--- config.mk ---
export PLATFORM = sky130hd
export DESIGN_NAME = codec_pwr_seq
export DESIGN_NICKNAME = d
export VERILOG_FILES = /design/src/rtl/codec_pwr_pkg.sv /design/src/rtl/cps_bit_sync.sv /design/src/rtl/cps_activity_watch.sv /design/src/rtl/cps_phase_timer.sv /design/src/rtl/codec_pwr_seq.sv
export SDC_FILE = /design/constraint.sdc
export NUM_CORES = 1
export LEC_CHECK = 0
export BUFFER_PORTS_ARGS = -buffer_cell sky130_fd_sc_hd__buf_4
export CAP_MARGIN = 20
export CORE_ASPECT_RATIO = 0.6
export CORE_MARGIN = 2
export CORE_UTILIZATION = 62
export CTS_CLUSTER_DIAMETER = 40
export DETAILED_ROUTE_END_ITERATION = 10
export PLACE_DENSITY = 0.81
export SLEW_MARGIN = 10
export SYNTH_ARGS = -nofsm -noshare
export SYNTH_HDL_FRONTEND = slang
export SYNTH_SLANG_ARGS = --single-unit
--- constraint.sdc ---
create_clock -name clk -period 4.1 [get_ports clk]
set_clock_uncertainty 0.2 [all_clocks]
set_input_delay 0.205 -clock clk [delete_from_list [all_inputs] [get_ports clk]]
set_output_delay 0.205 -clock clk [all_outputs]
set_load 0.03 [all_outputs]
--- src/rtl/codec_pwr_pkg.sv ---
package codec_pwr_pkg;

    typedef enum logic [2:0] {
        ST_POWER_DOWN = 3'd0,
        ST_POWER_SAVE = 3'd1,
        ST_WAIT_LOCK  = 3'd2,
        ST_MUTE       = 3'd3,
        ST_ACTIVE     = 3'd4
    } pwr_state_e;

    typedef struct packed {
        logic ref_en;
        logic analog_en;
        logic rx_mute;
        logic pcm_oe;
        logic txfb_en;
        logic txfb_pull;
    } pwr_ctrl_t;

endpackage

--- src/rtl/cps_bit_sync.sv ---
module cps_bit_sync #(
    parameter int STAGES = 2
) (
    input  logic clk,
    input  logic rst_n,
    input  logic d_i,
    output logic q_o
);
    logic [STAGES-1:0] pipe_q;

    always_ff @(posedge clk or negedge rst_n) begin
        if (!rst_n) pipe_q <= '0;
        else        pipe_q <= {pipe_q[STAGES-2:0], d_i};
    end

    assign q_o = pipe_q[STAGES-1];
endmodule

--- src/rtl/cps_activity_watch.sv ---
module cps_activity_watch #(
    parameter int WINDOW      = 1024,
    parameter int SYNC_STAGES = 2
) (
    input  logic clk,
    input  logic rst_n,
    input  logic sig_i,
    output logic alive_o
);
    localparam int CW = $clog2(WINDOW + 1);
    localparam logic [CW-1:0] WIN = CW'(WINDOW);

    logic          sig_s;
    logic          prev_q;
    logic          edge_w;
    logic [CW-1:0] cnt_q;

    cps_bit_sync #(.STAGES(SYNC_STAGES)) i_sync (
        .clk  (clk),
        .rst_n(rst_n),
        .d_i  (sig_i),
        .q_o  (sig_s)
    );

    assign edge_w = sig_s ^ prev_q;

    // Count cycles since the last edge of either polarity; saturate at the window
    always_ff @(posedge clk or negedge rst_n) begin
        if (!rst_n) begin
            prev_q <= 1'b0;
            cnt_q  <= WIN;
        end else begin
            prev_q <= sig_s;
            if (edge_w)          cnt_q <= '0;
            else if (cnt_q < WIN) cnt_q <= cnt_q + 1'b1;
        end
    end

    assign alive_o = (cnt_q < WIN);


    win_sat_chk: assert property (@(posedge clk) disable iff (!rst_n) cnt_q <= WIN);

    edge_alive_chk: assert property (@(posedge clk) disable iff (!rst_n) edge_w |=> alive_o);
endmodule

--- src/rtl/cps_phase_timer.sv ---
module cps_phase_timer #(
    parameter int TW = 20
) (
    input  logic          clk,
    input  logic          rst_n,
    input  logic          clear_i,
    output logic [TW-1:0] cnt_o
);
    localparam logic [TW-1:0] TOP = {TW{1'b1}};

    always_ff @(posedge clk or negedge rst_n) begin
        if (!rst_n)             cnt_o <= '0;
        else if (clear_i)       cnt_o <= '0;
        else if (cnt_o != TOP)  cnt_o <= cnt_o + 1'b1;
    end


    timer_mono_chk: assert property (@(posedge clk) disable iff (!rst_n)
        !clear_i |=> cnt_o >= $past(cnt_o));
endmodule

--- src/rtl/codec_pwr_seq.sv ---
module codec_pwr_seq
    import codec_pwr_pkg::*;
#(
    parameter int SYS_CLK_HZ      = 50_000_000,
    parameter int MUTE_US         = 1000,
    parameter int LOCK_TIMEOUT_US = 10000,
    parameter int BCLK_WINDOW     = 1024,
    parameter int FSYNC_WINDOW    = 8192,
    parameter int SYNC_STAGES     = 2,
    parameter bit TXFB_WEAK_PULL  = 1'b1
) (
    input  logic       clk,
    input  logic       rst_n,
    input  logic       pwr_up_i,
    input  logic       bclk_i,
    input  logic       fsync_tx_i,
    input  logic       pll_locked_i,
    output logic [2:0] state_o,
    output logic       ref_en_o,
    output logic       analog_en_o,
    output logic       rx_mute_o,
    output logic       pcm_oe_o,
    output logic       txfb_en_o,
    output logic       txfb_pull_o,
    output logic       lock_err_o
);
    localparam int CYC_PER_MS = SYS_CLK_HZ / 1000;
    localparam int MUTE_CYC   = CYC_PER_MS * MUTE_US / 1000;
    localparam int LOCK_CYC   = CYC_PER_MS * LOCK_TIMEOUT_US / 1000;
    localparam int MAX_CYC    = (LOCK_CYC > MUTE_CYC) ? LOCK_CYC : MUTE_CYC;
    localparam int TW         = $clog2(MAX_CYC + 1) + 1;
    localparam logic [TW-1:0] MUTE_LAST = TW'(MUTE_CYC - 1);
    localparam logic [TW-1:0] LOCK_LAST = TW'(LOCK_CYC - 1);

    pwr_state_e    state_q, state_d;
    logic          err_q, err_d;
    logic          pwr_s, lock_s;
    logic          bclk_alive, fs_alive, clocks_ok;
    logic [TW-1:0] tmr;
    logic          tmr_clr;
    pwr_ctrl_t     ctrl;

    cps_bit_sync #(.STAGES(SYNC_STAGES)) i_pwr_sync (
        .clk(clk), .rst_n(rst_n), .d_i(pwr_up_i), .q_o(pwr_s)
    );
    cps_bit_sync #(.STAGES(SYNC_STAGES)) i_lock_sync (
        .clk(clk), .rst_n(rst_n), .d_i(pll_locked_i), .q_o(lock_s)
    );
    cps_activity_watch #(.WINDOW(BCLK_WINDOW), .SYNC_STAGES(SYNC_STAGES)) i_bclk_watch (
        .clk(clk), .rst_n(rst_n), .sig_i(bclk_i), .alive_o(bclk_alive)
    );
    cps_activity_watch #(.WINDOW(FSYNC_WINDOW), .SYNC_STAGES(SYNC_STAGES)) i_fs_watch (
        .clk(clk), .rst_n(rst_n), .sig_i(fsync_tx_i), .alive_o(fs_alive)
    );

    assign clocks_ok = bclk_alive & fs_alive;
    assign tmr_clr   = (state_d != state_q);

    cps_phase_timer #(.TW(TW)) i_timer (
        .clk(clk), .rst_n(rst_n), .clear_i(tmr_clr), .cnt_o(tmr)
    );

    // Next-state logic: power-up low dominates, then strobe loss, then the wake sequence
    always_comb begin
        state_d = state_q;
        err_d   = err_q;
        if (!pwr_s) begin
            state_d = ST_POWER_DOWN;
        end else if (!clocks_ok) begin
            state_d = ST_POWER_SAVE;
        end else begin
            unique case (state_q)
                ST_POWER_DOWN, ST_POWER_SAVE: state_d = ST_WAIT_LOCK;
                ST_WAIT_LOCK: begin
                    if (lock_s && !err_q)     state_d = ST_MUTE;
                    else if (tmr == LOCK_LAST) err_d = 1'b1;
                end
                ST_MUTE: begin
                    if (tmr == MUTE_LAST) state_d = ST_ACTIVE;
                end
                ST_ACTIVE: state_d = ST_ACTIVE;
                default:   state_d = ST_POWER_DOWN;
            endcase
        end
    end

    // State register
    always_ff @(posedge clk or negedge rst_n) begin
        if (!rst_n) begin
            state_q <= ST_POWER_DOWN;
            err_q   <= 1'b0;
        end else begin
            state_q <= state_d;
            err_q   <= err_d;
        end
    end

    // Output decode
    always_comb begin
        ctrl = '0;
        unique case (state_q)
            ST_POWER_DOWN: begin
                ctrl.rx_mute   = 1'b1;
                ctrl.txfb_pull = TXFB_WEAK_PULL;
            end
            ST_POWER_SAVE: begin
                ctrl.ref_en    = 1'b1;
                ctrl.rx_mute   = 1'b1;
                ctrl.txfb_pull = TXFB_WEAK_PULL;
            end
            ST_WAIT_LOCK, ST_MUTE: begin
                ctrl.ref_en    = 1'b1;
                ctrl.analog_en = 1'b1;
                ctrl.rx_mute   = 1'b1;
                ctrl.txfb_en   = 1'b1;
            end
            ST_ACTIVE: begin
                ctrl.ref_en    = 1'b1;
                ctrl.analog_en = 1'b1;
                ctrl.pcm_oe    = 1'b1;
                ctrl.txfb_en   = 1'b1;
            end
            default: ctrl.rx_mute = 1'b1;
        endcase
    end

    assign state_o     = state_q;
    assign ref_en_o    = ctrl.ref_en;
    assign analog_en_o = ctrl.analog_en;
    assign rx_mute_o   = ctrl.rx_mute;
    assign pcm_oe_o    = ctrl.pcm_oe;
    assign txfb_en_o   = ctrl.txfb_en;
    assign txfb_pull_o = ctrl.txfb_pull;
    assign lock_err_o  = err_q;


    pd_entry_chk: assert property (@(posedge clk) disable iff (!rst_n)
        !pwr_s |=> state_q == ST_POWER_DOWN);

    active_from_mute_chk: assert property (@(posedge clk) disable iff (!rst_n)
        (state_q == ST_ACTIVE && $past(state_q) != ST_ACTIVE) |-> $past(state_q) == ST_MUTE);

    mute_len_chk: assert property (@(posedge clk) disable iff (!rst_n)
        (state_q == ST_ACTIVE && $past(state_q) == ST_MUTE) |-> $past(tmr) == MUTE_LAST);

    err_sticky_chk: assert property (@(posedge clk) disable iff (!rst_n)
        err_q |=> err_q);

    err_block_chk: assert property (@(posedge clk) disable iff (!rst_n)
        err_q |-> (state_q != ST_MUTE && state_q != ST_ACTIVE));

    save_restart_chk: assert property (@(posedge clk) disable iff (!rst_n)
        ($past(state_q) == ST_POWER_SAVE && state_q != ST_POWER_SAVE)
            |-> (state_q == ST_WAIT_LOCK || state_q == ST_POWER_DOWN));
endmodule

==> summary.md, run 1 <==
| Metric | Value |
|---|---|
| Drt via density | 5.97 |
| Part of the power in registers | 49.9% |
| Overall routed net length | 5.92 mm |
| Post-synthesis cell count | 289 |
| # rows | 19 |
| Num ports | 16 |
| Register bit total from synthesis | 59 |
| Maximum vdd drop | 0.302 mV |
| I/O Buffers | 15 |
| Post-route ant nets | 0 |
| Num CTS Buffers | 9 |
| Chip width | 92.0 µm |
| Status | finished, final reports clean |
| Clock power share | 43.3% |
| Nets | 319 |
| Share of the synthesized area in the top cell type | 49.5% |
| CTS Buffer Depth | 2 |
| CTS Sinks | 59 |
| Switching power | 0.297 mW |
| Syn_area_per_cell | 9.97 µm² |
| Most common cell in the netlist | dfrtp_1 |
| Share of cells above drive strength 1 | 12.4% |
| Total grt overflow | 0 |
| Post-synth top cells | 57 x dfrtp_1, 48 x nor2_1, 27 x nand2_1 |
| DRT iter0 DRCs | 211 |
| Data required time of the critical path | 4.09 ns |
| Post-synth EDFFs | 0 |
| P_leak | 1.37 nW |
| Max Cap Violations | 0 |
| Final hold slack | 0.156 ns |
| Main synth FF type | dfrtp_1 |
| Synth warn | 0 |
| FFs w/ async S/R, synth | 100% |
| Detailed-route wire length per cell | 15.7 µm |
| Root buffer cell | clkbuf_8 |
| Die height | 56.8 µm |
| Setup Crit Path Kind | reg -> reg |
| Critical path capture point type | flop |
| Worst skew pair latency | 0.35 ns |
| Syn Nets | 298 |
| Die area | 0.00523 mm² |
| Synthesized area | 0.00288 mm² |
| Max H-tree Level | 3 |
| Slew headroom | 33.6% |
| Layout overhead on the synthesized area | 13.7% |
| Setup TNS | 0 ns |
| Diodes inserted | 0 |
| Area contributors post-synth | dfrtp_1 50%, nor2_1 6.3%, xnor2_1 4.9% |
| CTS tree | done |
| Post-layout min period | 2.64 ns |
| Switch share | 23.9% |
| Worst hold-check path type | reg -> reg |
| CP Max Fanout | 20 |
| Final hold vios | 0 |
| Pin count of the biggest net entering global routing | 60 |
| Initial cell density of the core | 63.8% |
| Critical path arrival | 2.63 ns |
| Drt pass-1 iters | 4 |
| Fillers | 338 |
| Final Power | 1.24 mW |
| Max-slew violations | 0 |
| GR Util All Layers | 25.5% |
| CP Launch Type | flop |
| GP Congestion | 0.880 |
| Post-DP HPWL | 3.90 mm |
| Worst slew pin tran | 0.992 ns |
| Final setup vio count | 0 |
| Clk slew on worst S/H paths | 0.06 ns |
| Max Freq | 379 MHz |
| DRC Markers | 0 |
| Logic pwr share | 6.8% |
| First-pass GRT wire length | 10.0 mm |
| Core ar. | 0.00452 mm² |
| Cell internal pwr | 0.944 mW |
| Yosys top cell by area | dfrtp_1 |
| RSZ-0062 raised after global routing | false |
| Netlist cell types | 47 |
| Number of global-route vias before repair | 2114 |
| Seq/Total Area, Yosys | 51.3% |
| Vias | 2256 |
| Initial antenna violation count | 0 |
| PwrDens | 379 mW/mm² |
| Tcrit/Tclk final | 64.3% |
per-layer routing:
metal	global-route usage (%)	part of all wire, %	up-vias
li1	-	-	1067
met1	35.7	47	1069
met2	36.4	42	106
met3	11.8	9.7	14
met4	5.76	1.7	0
met5	0	0	-
stage by stage:
step | utilization, % | cells | setup WS, ns | cell area, µm²
finish | 72.5 | 378 | 1.46 | 3280
detailed placement | 66.9 | 357 | 1.49 | 3020
CTS | 72.5 | 378 | 1.47 | 3280
global placement | 66.9 | 357 | 1.59 | 3020
global route | 72.5 | 378 | 1.29 | 3280
floorplan | - | 289 | 2.03 | 2880
cells by family (layout without fill, tap and decap cells):
kind of cell / after synthesis / in the layout / synth area share [%]
fa+ha+maj: 3 / 3 / 1.30
xor+xnor: 30 / 30 / 9.12
mux: 6 / 6 / 2.08
flops: 59 / 59 / 51.3
simple gates: 141 / 141 / 25.6
buf+inv: 14 / 40 / 2.34
compound gates: 36 / 36 / 8.25
final cells by class:
class	instances	area, µm²	share of cell area (%)
multi-input combinational	216	1340	40.8
timing repair buffer	20	163	4.97
sequential	59	1480	45.1
clock inverter	4	50.0	1.53
tap	63	78.8	2.41
inverter	4	15.0	0.458
clock buffer	12	155	4.74
state kept, by name (all words and copies together), names as in the netlist:
register and count:
state_o 3, i_pwr_sync.pipe_q 2, i_bclk_watch.prev_q 1, i_lock_sync.pipe_q 2, lock_err_o 1, i_bclk_watch.i_sync.pipe_q 2, i_timer.cnt_o 20, i_fs_watch.cnt_q 14
i_bclk_watch.cnt_q 11, i_fs_watch.i_sync.pipe_q 2, i_fs_watch.prev_q 1
power groups by stage:
| stage | Sequential, mW | Combinational, mW | Clock [mW] |
|---|---|---|---|
| 6_report | 0.619 | 0.0844 | 0.537 |
| 2_1_floorplan | 0.626 | 0.0507 | 0 |
| 4_1_cts | 0.619 | 0.0852 | 0.542 |
| 3_3_place_gp | 0.627 | 0.0767 | 0 |
| 5_1_grt | 0.621 | 0.0941 | 0.572 |
| 3_5_place_dp | 0.629 | 0.0805 | 0 |
layout by cell type, fill, tap and decap left out, drive strengths merged, types with 2 or more instances in the layout:
cell,n
mux2i,6
o21ai,9
dlygate4sd3,5
inv,4
buf,15
nand3,11
a41oi,2
dfrtp,57
xor2,14
nand2b,2
nor4b,2
xnor2,16
and4,5
dfstp,2
and3b,2
a211oi,2
clkinvlp,2
a21oi,13
or3,7
clkbuf,12
ha,3
nor3,12
nand4,6
nor2,48
and2,2
nand2,27
nor4,5
and3,5
path summary, 6_finish.rpt:
kind | startpoint | endpoint | slack (ns) | depth (start not counted)
setup / recovery | i_timer.cnt_o[0]$_DFFE_PN0P_ | i_timer.cnt_o[3]$_DFFE_PN0P_ | 1.46 | 6
hold / removal | i_fs_watch.i_sync.pipe_q[0]$_DFF_PN0_ | i_fs_watch.i_sync.pipe_q[1]$_DFF_PN0_ | 0.16 | 0
max in group asynchronous | rst_n | i_timer.cnt_o[4]$_DFFE_PN0P_ | 2.96 | 2
setup reg to reg | i_timer.cnt_o[0]$_DFFE_PN0P_ | i_timer.cnt_o[3]$_DFFE_PN0P_ | 1.46 | 6
min in group asynchronous | rst_n | i_fs_watch.cnt_q[5]$_DFFE_PN0P_ | 0.25 | 2
hold reg to reg | i_fs_watch.i_sync.pipe_q[0]$_DFF_PN0_ | i_fs_watch.i_sync.pipe_q[1]$_DFF_PN0_ | 0.16 | 0
worst max-delay path, stage by stage (launching register included):
cell and delay, ns:
dfrtp_1 0.40, ha_1 0.20, nand2_1 0.10, or4_1 0.53
nor2_1 0.20, a221o_1 0.73, nor2_1 0.12
repair_timing:
item,4_1_cts,5_1_grt
gates resized for setup,0,0
endpoints found under the hold margin,61,0
hold buffers,5,0
buffers inserted,0,0
Power figures use the tool's default switching activity.
==> run 2, diff against run 1 <==
--- a/config.mk
+++ b/config.mk
@@ -9,10 +9,10 @@
 export CAP_MARGIN = 20
 export CORE_ASPECT_RATIO = 0.6
 export CORE_MARGIN = 2
-export CORE_UTILIZATION = 62
+export CORE_UTILIZATION = 60
 export CTS_CLUSTER_DIAMETER = 40
 export DETAILED_ROUTE_END_ITERATION = 10
-export PLACE_DENSITY = 0.81
+export PLACE_DENSITY = 0.79
 export SLEW_MARGIN = 10
 export SYNTH_ARGS = -nofsm -noshare
 export SYNTH_HDL_FRONTEND = slang
==> constraint.sdc (replaced) <==
create_clock -name clk -period 2.6 [get_ports clk]
set_clock_uncertainty 0.2 [all_clocks]
set_input_delay 0.13 -clock clk [delete_from_list [all_inputs] [get_ports clk]]
set_output_delay 0.13 -clock clk [all_outputs]
set_load 0.03 [all_outputs]
==> run 2 against run 1 <==
  * Worst setup slack got worse by 1.2 ns
  * Register-to-register slack got worse by 1.2 ns
  * Final cell count increased by 0.79%
  * Maximum frequency increased by 14%
  * Sequential cell count unchanged
  * Count of clock-buffer cells in the layout increased by 2
  * Routed wire length decreased by 2.7%
  * Core utilization decreased by 1.1 points
  * Cell area unchanged
==> summary.md, run 2 (synthesis results as in run 1) <==
| Metric | Value |
|---|---|
| CTS Sinks | 59 (unchanged) |
| Detailed-route wire length per cell | 15.1 µm (-3.4%) |
| DP Worst Slack | 0.366 ns (-1.13 ns) |
| Metal2 WL | 2.28 mm (-7.7%) |
| Data required time of the critical path | 2.62 ns (-1.47 ns) |
| Share of cells above drive strength 1 | 12.9% (+0.51 points) |
| Origin of the worst min-delay path | i_fs_watch.i_sync.pipe_q[0]$_DFF_PN0_ |
| Post-CTS Hold Fix Bufs | 5 (unchanged) |
| Commonest non-fill, non-tap cell in the layout | dfrtp_1 |
| Pin count of the biggest net entering global routing | 60 (unchanged) |
| DRC Markers | 0 (unchanged) |
| Slew headroom | 49.2% (+16 points) |
| RSZ-0062 raised after global routing | false |
| Num CTS Buffers | 9 (unchanged) |
| DRT iter0 DRCs | 335 (+59%) |
| Core ar. | 0.00459 mm² (+1.6%) |
| Maximum vdd drop | 0.425 mV (+41%) |
| PnR worst setup slack | 0.280 ns (-1.18 ns) |
| GR Util All Layers | 25.0% (-0.51 points) |
| # rows | 19 (unchanged) |
| Final hold vios | 0 (unchanged) |
| Setup Crit Path Kind | reg -> reg |
| Clk slew on worst S/H paths | 0.07 ns (about the same) |
| GP Congestion | 0.899 (+2.1%) |
| Post-route ant nets | 0 (unchanged) |
| PwrDens | 571 mW/mm² (+51%) |
| Diodes inserted | 0 (unchanged) |
| Total grt overflow | 0 (unchanged) |
| Layout overhead on the synthesized area | 13.7% (unchanged) |
| Final setup vio count | 0 (unchanged) |
| Vias | 2176 (-3.5%) |
| I/O Buffers | 15 (unchanged) |
| Num ports | 16 (unchanged) |
| Number of global-route vias before repair | 2108 (-0.28%) |
| Max Freq | 431 MHz (+14%) |
| Wire length on met3 | 480 µm (-16%) |
| Reg2Reg Launch Point | i_timer.cnt_o[0]$_DFFE_PN0P_ |
| Die height | 57.7 µm (+1.5%) |
| Post-DP HPWL | 3.85 mm (-1.2%) |
| Worst skew pair latency | 0.34 ns (about the same) |
| Chip width | 93.5 µm (+1.6%) |
| DR top layer | met4 |
| Top reg by flops | i_timer.cnt_o |
| Die area | 0.00539 mm² (+3.1%) |
| Drt pass-1 iters | 4 (unchanged) |
| Setup bufs post-CTS | 0 (unchanged) |
| Initial antenna violation count | 0 (unchanged) |
| CTS Buffer Depth | 2 (unchanged) |
| Max H-tree Level | 3 (unchanged) |
| Tcrit/Tclk final | 89.2% (+25 points) |
| CTS tree | done |
| Overall routed net length | 5.76 mm (-2.7%) |
| Most frequent cells in the layout | 57 x dfrtp_1, 48 x nor2_1, 27 x nand2_1 |
| CP Launch Type | flop |
| WL met1 | 2.93 mm (+5.8%) |
| Post-layout min period | 2.32 ns (-0.318 ns) |
| Root buffer cell | clkbuf_8 |
| Largest regs | i_timer.cnt_o: 20 flops, i_fs_watch.cnt_q: 14 flops, i_bclk_watch.cnt_q: 11 flops |
| Drt via density | 5.71 (-4.3%) |
| Status | finished, final reports clean |
| P_leak | 1.39 nW (+0.93%) |
| Initial cell density of the core | 62.8% (-0.99 points) |
| Critical path capture point type | flop |
| Max reg flops | 20 (unchanged) |
| Setup TNS | 0 ns (unchanged) |
| PostCTS Resize Cnt | 0 (unchanged) |
| First-pass GRT wire length | 10.1 mm (+0.62%) |
| Max Cap Violations | 0 (unchanged) |
| CP Max Fanout | 9 (-55%) |
| Nets | 322 (+0.94%) |
| Setup crit start | i_timer.cnt_o[0]$_DFFE_PN0P_ |
| Worst slew pin tran | 0.759 ns (-0.233 ns) |
| Max-slew violations | 0 (unchanged) |
| Critical path arrival | 2.34 ns (-0.29 ns) |
| Worst hold-check path type | reg -> reg |
==> run 2: worst max-delay path, cell delays in order (launching register included) <==
cell     delay (ns)
dfrtp_1        0.39
ha_1           0.20
and2_1         0.37
nand3_1        0.30
nor4_1         0.40
mux2i_1        0.28
nor2_1         0.06
==> run 2: final timing paths <==
kind                                                    endpoint  slack (ns)  depth (start not counted)
setup / recovery                   i_timer.cnt_o[18]$_DFFE_PN0P_        0.28                          6
max in group asynchronous           i_timer.cnt_o[5]$_DFFE_PN0P_        1.53                          2
min in group asynchronous        i_fs_watch.cnt_q[0]$_DFFE_PN0P_        0.19                          2
hold / removal             i_fs_watch.i_sync.pipe_q[1]$_DFF_PN0_        0.15                          0
hold reg to reg            i_fs_watch.i_sync.pipe_q[1]$_DFF_PN0_        0.15                          0
setup reg to reg                   i_timer.cnt_o[18]$_DFFE_PN0P_        0.28                          6
==> run 2: routing by layer <==
metal	global-route usage [%]	vias to the layer above
met3	9.62	8
met2	32.3	81
met5	0	-
met4	8.19	0
li1	-	1063
met1	38.5	1024
==> run 2: area by class of cell <==
class                   count  area [µm²]
flip-flops and latches     59        1480
inverters                   4        15.0
fillers                   324        1310
multi-input cells         216        1340
clock buffers              14         173
repair buffers             23         185
well taps                  63        78.8
clock inverters             2        10.0
==> run 2: where the power goes <==
part / leakage [nW] / internal, mW / total (mW) / switching, mW
registers: 0.784 / 0.947 / 0.976 / 0.0296
logic: 0.506 / 0.0522 / 0.136 / 0.0835
clock network: 0.0965 / 0.421 / 0.759 / 0.338
==> run 2: through the flow <==
stage	utilization [%]	std cells	hold WS (ns)	area, µm²	power [mW]
global route	71.4	381	0.149	3280	1.94
floorplan	-	289	-0.366	2880	1.07
detailed placement	66.3	360	0.0367	3040	1.12
global placement	66.3	360	0.0304	3040	1.12
finish	71.4	381	0.146	3280	1.87
CTS	71.4	381	0.148	3280	1.89
